$ cat config.mk
export PLATFORM = sky130hd
export DESIGN_NAME = xfer_activity_tracker
export DESIGN_NICKNAME = d
export VERILOG_FILES = /design/src/rtl/xfer_pkg.sv /design/src/rtl/xfer_blk_counter.sv /design/src/rtl/xfer_buf_flag.sv /design/src/rtl/xfer_dir_ctrl.sv /design/src/rtl/xfer_activity_tracker.sv
export SDC_FILE = /design/constraint.sdc
export NUM_CORES = 1
export LEC_CHECK = 0
export BUFFER_PORTS_ARGS = -buffer_cell sky130_fd_sc_hd__buf_2
export CAP_MARGIN = 20
export CELL_PAD_IN_SITES_DETAIL_PLACEMENT = 0
export CELL_PAD_IN_SITES_GLOBAL_PLACEMENT = 2
export CORE_AREA = 2 2 63 65
export DETAILED_ROUTE_END_ITERATION = 10
export DIE_AREA = 0 0 65 67
export GPL_TIMING_DRIVEN = 0
export PLACE_DENSITY = 0.81
export REMOVE_ABC_BUFFERS = 1
export SLEW_MARGIN = 20
export SYNTH_ARGS = -nofsm -noshare
export SYNTH_HDL_FRONTEND = slang
export SYNTH_SLANG_ARGS = --single-unit
export TNS_END_PERCENT = 100
$ cat constraint.sdc
create_clock -name clk -period 1.9 [get_ports clk]
set_clock_uncertainty 0.05 [all_clocks]
set_input_delay 0.19 -clock clk [delete_from_list [all_inputs] [get_ports clk]]
set_output_delay 0.19 -clock clk [all_outputs]
set_load 0.1 [all_outputs]
$ cat src/rtl/xfer_pkg.sv
// Package: shared types for the data transfer activity tracker.
// Assumes: nothing; only type definitions live here.
package xfer_pkg;

    // Direction held by the tracker; at most one is active or paused.
    typedef enum logic [1:0] {
        DIR_NONE = 2'd0,
        DIR_RD   = 2'd1,
        DIR_WR   = 2'd2
    } xfer_dir_e;

endpackage

$ cat src/rtl/xfer_blk_counter.sv
// Module: blocks-remaining counter.
// Loads the number of blocks at transfer start and counts down on each
// completed block. Flags the last block when one block remains.
// Assumes: load and dec are never both high (load only while idle,
// dec only while active).
module xfer_blk_counter #(
    parameter int CNT_W = 8
) (
    input  logic             clk,
    input  logic             rst_n,
    input  logic             soft_clr,
    input  logic             load,
    input  logic             dec,
    input  logic [CNT_W-1:0] blk_count,
    input  logic             multi_blk,
    output logic             last_blk
);
    localparam logic [CNT_W-1:0] ONE = CNT_W'(1);

    logic [CNT_W-1:0] remain_q;
    logic [CNT_W-1:0] load_val;

    // Pick the start value: programmed count in multi mode (0 read as 1), else 1.
    always_comb begin
        if (multi_blk && (blk_count != '0)) load_val = blk_count;
        else                                load_val = ONE;
    end

    // Hold the remaining block count.
    always_ff @(posedge clk) begin
        if (!rst_n)        remain_q <= '0;
        else if (soft_clr) remain_q <= '0;
        else if (load)     remain_q <= load_val;
        else if (dec)      remain_q <= remain_q - ONE;
    end

    assign last_blk = (remain_q == ONE);

    // A completed block is only counted while blocks remain (R11 counting).
    assert_no_underflow_R11: assert property (@(posedge clk) disable iff (!rst_n)
        dec |-> (remain_q != '0));

endmodule

$ cat src/rtl/xfer_buf_flag.sv
// Module: one buffer availability flag with its ready interrupt.
// Sets on a fill event and pulses the interrupt on a 0-to-1 change.
// Clears on an empty event. The fill event wins if both come together.
// Serves the read buffer and the write buffer.
// Assumes: fill and empty arrive as single-cycle events.
module xfer_buf_flag (
    input  logic clk,
    input  logic rst_n,
    input  logic soft_clr,
    input  logic fill_evt,
    input  logic empty_evt,
    output logic flag,
    output logic ready_irq
);
    // Track availability and form the ready pulse.
    always_ff @(posedge clk) begin
        if (!rst_n || soft_clr) begin
            flag      <= 1'b0;
            ready_irq <= 1'b0;
        end else begin
            ready_irq <= fill_evt && !flag;
            if (fill_evt)       flag <= 1'b1;
            else if (empty_evt) flag <= 1'b0;
        end
    end

    // The ready pulse only appears on a rising flag.
    assert_pulse_on_rise_R7: assert property (@(posedge clk) disable iff (!rst_n)
        ready_irq |-> (flag && !$past(flag)));

    // An empty event alone leaves the flag clear (R8 shares this unit).
    assert_empty_clears_R8: assert property (@(posedge clk) disable iff (!rst_n)
        (empty_evt && !fill_evt) |=> !flag);

endmodule

$ cat src/rtl/xfer_dir_ctrl.sv
// Module: transfer direction controller.
// Starts, completes, pauses at a block gap and resumes read and write
// transfers. Produces the transfer-complete and block-gap pulses.
// Assumes: last_blk comes from the block counter loaded by start_load and
// decremented by blk_dec.
module xfer_dir_ctrl
    import xfer_pkg::*;
(
    input  logic clk,
    input  logic rst_n,
    input  logic soft_clr,
    input  logic rd_cmd_end,
    input  logic wr_cmd_end,
    input  logic continue_req,
    input  logic stop_gap_req,
    input  logic rd_blk_drained,
    input  logic wr_crc_rcvd,
    input  logic last_blk,
    output logic start_load,
    output logic blk_dec,
    output logic rd_active,
    output logic wr_active,
    output logic done_irq,
    output logic gap_irq
);
    xfer_dir_e act_q, paused_q;
    logic      stop_pend_q;
    logic      stop_now;
    logic      blk_evt;

    assign stop_now   = stop_pend_q || stop_gap_req;
    assign blk_evt    = ((act_q == DIR_RD) && rd_blk_drained) ||
                        ((act_q == DIR_WR) && wr_crc_rcvd);
    assign start_load = !soft_clr && (act_q == DIR_NONE) && (rd_cmd_end || wr_cmd_end);
    assign blk_dec    = !soft_clr && blk_evt;

    // Advance the active/paused direction and the pending stop.
    always_ff @(posedge clk) begin
        if (!rst_n || soft_clr) begin
            act_q       <= DIR_NONE;
            paused_q    <= DIR_NONE;
            stop_pend_q <= 1'b0;
            done_irq    <= 1'b0;
            gap_irq     <= 1'b0;
        end else begin
            done_irq <= 1'b0;
            gap_irq  <= 1'b0;
            if (act_q != DIR_NONE) begin
                if (blk_evt && last_blk) begin
                    act_q       <= DIR_NONE;
                    stop_pend_q <= 1'b0;
                    done_irq    <= 1'b1;
                end else if (blk_evt && stop_now) begin
                    act_q       <= DIR_NONE;
                    paused_q    <= act_q;
                    stop_pend_q <= 1'b0;
                    if (act_q == DIR_RD) done_irq <= 1'b1;
                    else                 gap_irq  <= 1'b1;
                end else if (stop_gap_req) begin
                    stop_pend_q <= 1'b1;
                end
            end else if (rd_cmd_end) begin
                act_q       <= DIR_RD;
                paused_q    <= DIR_NONE;
                stop_pend_q <= 1'b0;
            end else if (wr_cmd_end) begin
                act_q       <= DIR_WR;
                paused_q    <= DIR_NONE;
                stop_pend_q <= 1'b0;
            end else if (continue_req && (paused_q != DIR_NONE)) begin
                act_q    <= paused_q;
                paused_q <= DIR_NONE;
            end
        end
    end

    assign rd_active = (act_q == DIR_RD);
    assign wr_active = (act_q == DIR_WR);

    // A read command end while idle starts a read.
    assert_rd_start_R1: assert property (@(posedge clk) disable iff (!rst_n)
        (!soft_clr && !rd_active && !wr_active && rd_cmd_end) |=> rd_active);

    // Transfer complete only comes with a falling active flag.
    assert_done_on_fall_R2: assert property (@(posedge clk) disable iff (!rst_n)
        done_irq |-> ($past(rd_active || wr_active) && !rd_active && !wr_active));

    // A block gap event ends a write, never together with transfer complete.
    assert_gap_on_write_R6: assert property (@(posedge clk) disable iff (!rst_n)
        gap_irq |-> ($past(wr_active) && !wr_active && !done_irq));

    // A write command end during a read does not start a write.
    assert_ignore_opposite_R9: assert property (@(posedge clk) disable iff (!rst_n)
        (rd_active && wr_cmd_end) |=> !wr_active);

endmodule

$ cat src/rtl/xfer_activity_tracker.sv
// Module: top of the data transfer activity tracker.
// Joins the direction controller, the block counter and the two buffer
// flags. Every output is registered.
// Assumes: all event inputs are single-cycle pulses, synchronous to clk.
module xfer_activity_tracker #(
    parameter int CNT_W = 8
) (
    input  logic             clk,
    input  logic             rst_n,
    input  logic             soft_rst_all,
    input  logic [CNT_W-1:0] blk_count,
    input  logic             multi_blk,
    input  logic             rd_cmd_end,
    input  logic             wr_cmd_end,
    input  logic             continue_req,
    input  logic             stop_gap_req,
    input  logic             rd_blk_ready,
    input  logic             rd_blk_drained,
    input  logic             wr_space_ready,
    input  logic             wr_blk_filled,
    input  logic             wr_crc_rcvd,
    output logic             rd_xfer_active,
    output logic             wr_xfer_active,
    output logic             buf_rd_en,
    output logic             buf_wr_en,
    output logic             xfer_done_irq,
    output logic             blk_gap_irq,
    output logic             buf_rd_ready_irq,
    output logic             buf_wr_ready_irq
);
    logic start_load;
    logic blk_dec;
    logic last_blk;

    xfer_dir_ctrl u_dir (
        .clk            (clk),
        .rst_n          (rst_n),
        .soft_clr       (soft_rst_all),
        .rd_cmd_end     (rd_cmd_end),
        .wr_cmd_end     (wr_cmd_end),
        .continue_req   (continue_req),
        .stop_gap_req   (stop_gap_req),
        .rd_blk_drained (rd_blk_drained),
        .wr_crc_rcvd    (wr_crc_rcvd),
        .last_blk       (last_blk),
        .start_load     (start_load),
        .blk_dec        (blk_dec),
        .rd_active      (rd_xfer_active),
        .wr_active      (wr_xfer_active),
        .done_irq       (xfer_done_irq),
        .gap_irq        (blk_gap_irq)
    );

    xfer_blk_counter #(.CNT_W(CNT_W)) u_cnt (
        .clk       (clk),
        .rst_n     (rst_n),
        .soft_clr  (soft_rst_all),
        .load      (start_load),
        .dec       (blk_dec),
        .blk_count (blk_count),
        .multi_blk (multi_blk),
        .last_blk  (last_blk)
    );

    xfer_buf_flag u_rd_buf (
        .clk       (clk),
        .rst_n     (rst_n),
        .soft_clr  (soft_rst_all),
        .fill_evt  (rd_blk_ready),
        .empty_evt (rd_blk_drained),
        .flag      (buf_rd_en),
        .ready_irq (buf_rd_ready_irq)
    );

    xfer_buf_flag u_wr_buf (
        .clk       (clk),
        .rst_n     (rst_n),
        .soft_clr  (soft_rst_all),
        .fill_evt  (wr_space_ready),
        .empty_evt (wr_blk_filled),
        .flag      (buf_wr_en),
        .ready_irq (buf_wr_ready_irq)
    );

    // Software reset-all leaves every flag and pulse at zero.
    assert_soft_clear_R12: assert property (@(posedge clk) disable iff (!rst_n)
        soft_rst_all |=> !(rd_xfer_active || wr_xfer_active || buf_rd_en || buf_wr_en ||
                           xfer_done_irq || blk_gap_irq || buf_rd_ready_irq || buf_wr_ready_irq));

endmodule

==> results_dict.tcl <==
set metrics [dict create \
    status "finished, final reports clean" \
    finalSetupViolCount 0 \
    rows 22 \
    synthSimpleGateAreaFrac_pct 31.2 \
    core_area_mm2 0.00361 \
    maxCapViolCount 0 \
    synthArstFlopShare_pct 0 \
    totalPowerFinal_uw 868 \
    drt-initial-drc-count 31 \
    required_ps 2030 \
    clock.fmax_mhz 581 \
    synth-edff-count 0 \
    clock_latency_ps 250 \
    synth-seq-cells 19 \
    tightestPinTransition_ps 539 \
    track_usage_pct 11.7 \
    hold_path.class "input pin to flop" \
    grt_pass1_vias 869 \
    ir_drop_mv 0.231 \
    synth_top_cell_area_share_pct 38.9 \
    die_y_um 67 \
    syn_area_um2 977 \
    post_synth.cell_area_avg_um2 8.28 \
    maxSlewHeadroom_pct 63.8 \
    synth_fa_ha_area_share_pct 2.56 \
    hold_buffers 0 \
    drtAntennaViolNets 0 \
    grt.overflow.total 0 \
    yosys-top-cells-area "dfxtp_1 39%, nand2_1 5.8%, a21oi_1 4.6%" \
    dieWidth_um 65 \
    critPathLaunchType "flop" \
    arrival_ps 1850 \
    cts_tree "built" \
    h-tree-depth 1 \
    yosys.cell_count.top_type "dfxtp_1" \
    yosys-top-cells-count "19 x dfxtp_1, 15 x nand2_1, 12 x nor2_1" \
    yosysSeqAreaShare_pct 38.9 \
    timing.final.crit_share_pct 90.5 \
    antenna_cells 0 \
    endpoint_kind "flop" \
    path_cells "nand3b_2, a21oi_2, nand4_1, xor2_1, o21ai_0" \
    critPathBufInv 0 \
    slowest_delay_ps 440 \
    cts_setup_buffers 0 \
    drive_gt1_share_pct 25.2 \
    area_delta_synth_final_pct 23.2 \
    ys.flop_type "dfxtp_1" \
    first_pass_iters 4 \
    ios 29 \
    post-route-min-period_ps 1720 \
    fin_nets 171 \
    hpwl_um 1810 \
    cts_resized 0 \
    via_count 956 \
    root_buffer "clkbuf_8" \
    wl_um 2280 \
    power.density_cell_area_mw_per_mm2 721 \
    gp_congestion 0.805 \
    leakage_nw 0.494 \
    synth-warning-count 0 \
    synth_compound_area_share_pct 16.9 \
    antenna_found_initial 0 \
    synth_top_family_by_area "simple AND/OR/NAND/NOR gates" \
    hold_violations 0 \
    grt_max_degree 12 \
    viasPerCell 4.90 \
    slew_viol_final 0 \
    synth_xor_xnor_area_share_pct 4.48 \
    post-route-util_pct 33.4 \
    grt_pass1_wl_um 3840 \
    slowest_stage "a21oi_2" \
    ys_types 38 \
    die-area_mm2 0.00436 \
    syn-instance-count 118 \
    crit_family "compound AO/OA/AOI/OAI gates" \
    worstPathMaxFanout 11 \
    clock_path_buffers 2 \
    muxShareOfSynthArea_pct 2.05 \
    start_util_pct 27.1 \
    routedWlPerCell_um 11.7 \
    port_buffers 28 \
    cts_buffers 3 \
    synth_top_area_cell "dfxtp_1" \
    drc 0 \
    cts.sinks 19 \
    clkTransAtPathRegs_ps 70 \
    critPathKind "flop to flop" \
    rsz0062_at_grt "no" \
]
==> metrics by stage <==
step	worst slack, ps	cell area (µm²)	hold WS, ps	TNS, ps	cells
CTS	174	1200	90.1	0	195
detailed placement	187	1160	357	0	191
global route	19.4	1200	103	0	195
global placement	220	1160	346	0	191
floorplan	-138	958	249	-138	115
finish	180	1200	89.4	0	195
==> layout make-up <==
type                       count  area [µm²]
clock buffer                   4        45.0
fill                         397        2400
inverter                       5        18.8
multi-input combinational     91         559
sequential                    19         380
tap                           48        60.1
timing repair buffer          28         140
==> worst paths after layout <==
path / slack (ps) / from / depth (start not counted) / endpoint
setup / recovery: 180 / u_dir.act_q[1] / 5 / u_cnt.remain_q[5]
setup reg to reg: 180 / u_dir.act_q[1] / 5 / u_cnt.remain_q[5]
hold reg to reg: 400 / u_wr_buf.flag / 1 / u_wr_buf.ready_irq
hold / removal: 90 / blk_count[3] / 3 / u_cnt.remain_q[3]
==> power by group <==
| part | leakage (nW) | total [mW] | switching (mW) | internal [mW] |
|---|---|---|---|---|
| Clock | 0.0228 | 0.282 | 0.133 | 0.149 |
| Sequential | 0.154 | 0.424 | 0.0131 | 0.411 |
| Combinational | 0.317 | 0.162 | 0.105 | 0.0569 |
| Total | 0.494 | 0.868 | 0.251 | 0.617 |
==> worst reg2reg max path: stages (launching register included) <==
cell and delay (ps):
dfxtp_1 390, nand3b_2 270, a21oi_2 440, nand4_1 180
xor2_1 160, o21ai_0 150
==> registers in the layout, indices dropped and copies added, names as in the netlist <==
register / count
u_rd_buf.ready_irq: 1
u_wr_buf.ready_irq: 1
u_dir.gap_irq: 1
u_dir.paused_q: 2
u_dir.act_q: 2
u_dir.stop_pend_q: 1
u_wr_buf.flag: 1
u_dir.done_irq: 1
u_rd_buf.flag: 1
u_cnt.remain_q: 8
==> layout by cell type (no fill, tap or decap), drive strengths merged, types with 2 or more instances in the layout <==
master  synthesis  layout
inv             5       5
nand2b          3       3
xor2            4       4
or4             2       2
dfxtp          19      19
ha              2       2
nand3b          3       3
nor4            3       3
a211oi          2       2
nor3b           2       2
buf             1      28
mux2i           2       2
nor2           12      12
nor3            4       4
nand3           3       3
nand4           3       3
o21ai           6       6
a21oi          10      10
a32o            2       2
clkbuf          2       4
a31oi           2       2
nor2b           2       2
nand2          15      15
==> cell families (layout without fill, tap and decap cells) <==
kind of cell,count (synthesis),after routing
mux,2,2
buf+inv,8,37
xor+xnor,5,5
compound gates,26,26
simple gates,56,56
flops,19,19
fa+ha+maj,2,2
==> metal layers <==
layer  up-vias  global-route usage (%)  share of wire [%]
met5         -                       0                  0
met1       442                    14.9                 48
li1        484                       -                  -
met3         5                    2.70                5.9
met2        25                    18.3                 44
met4         0                    6.38                1.9
Power figures use the tool's default switching activity.
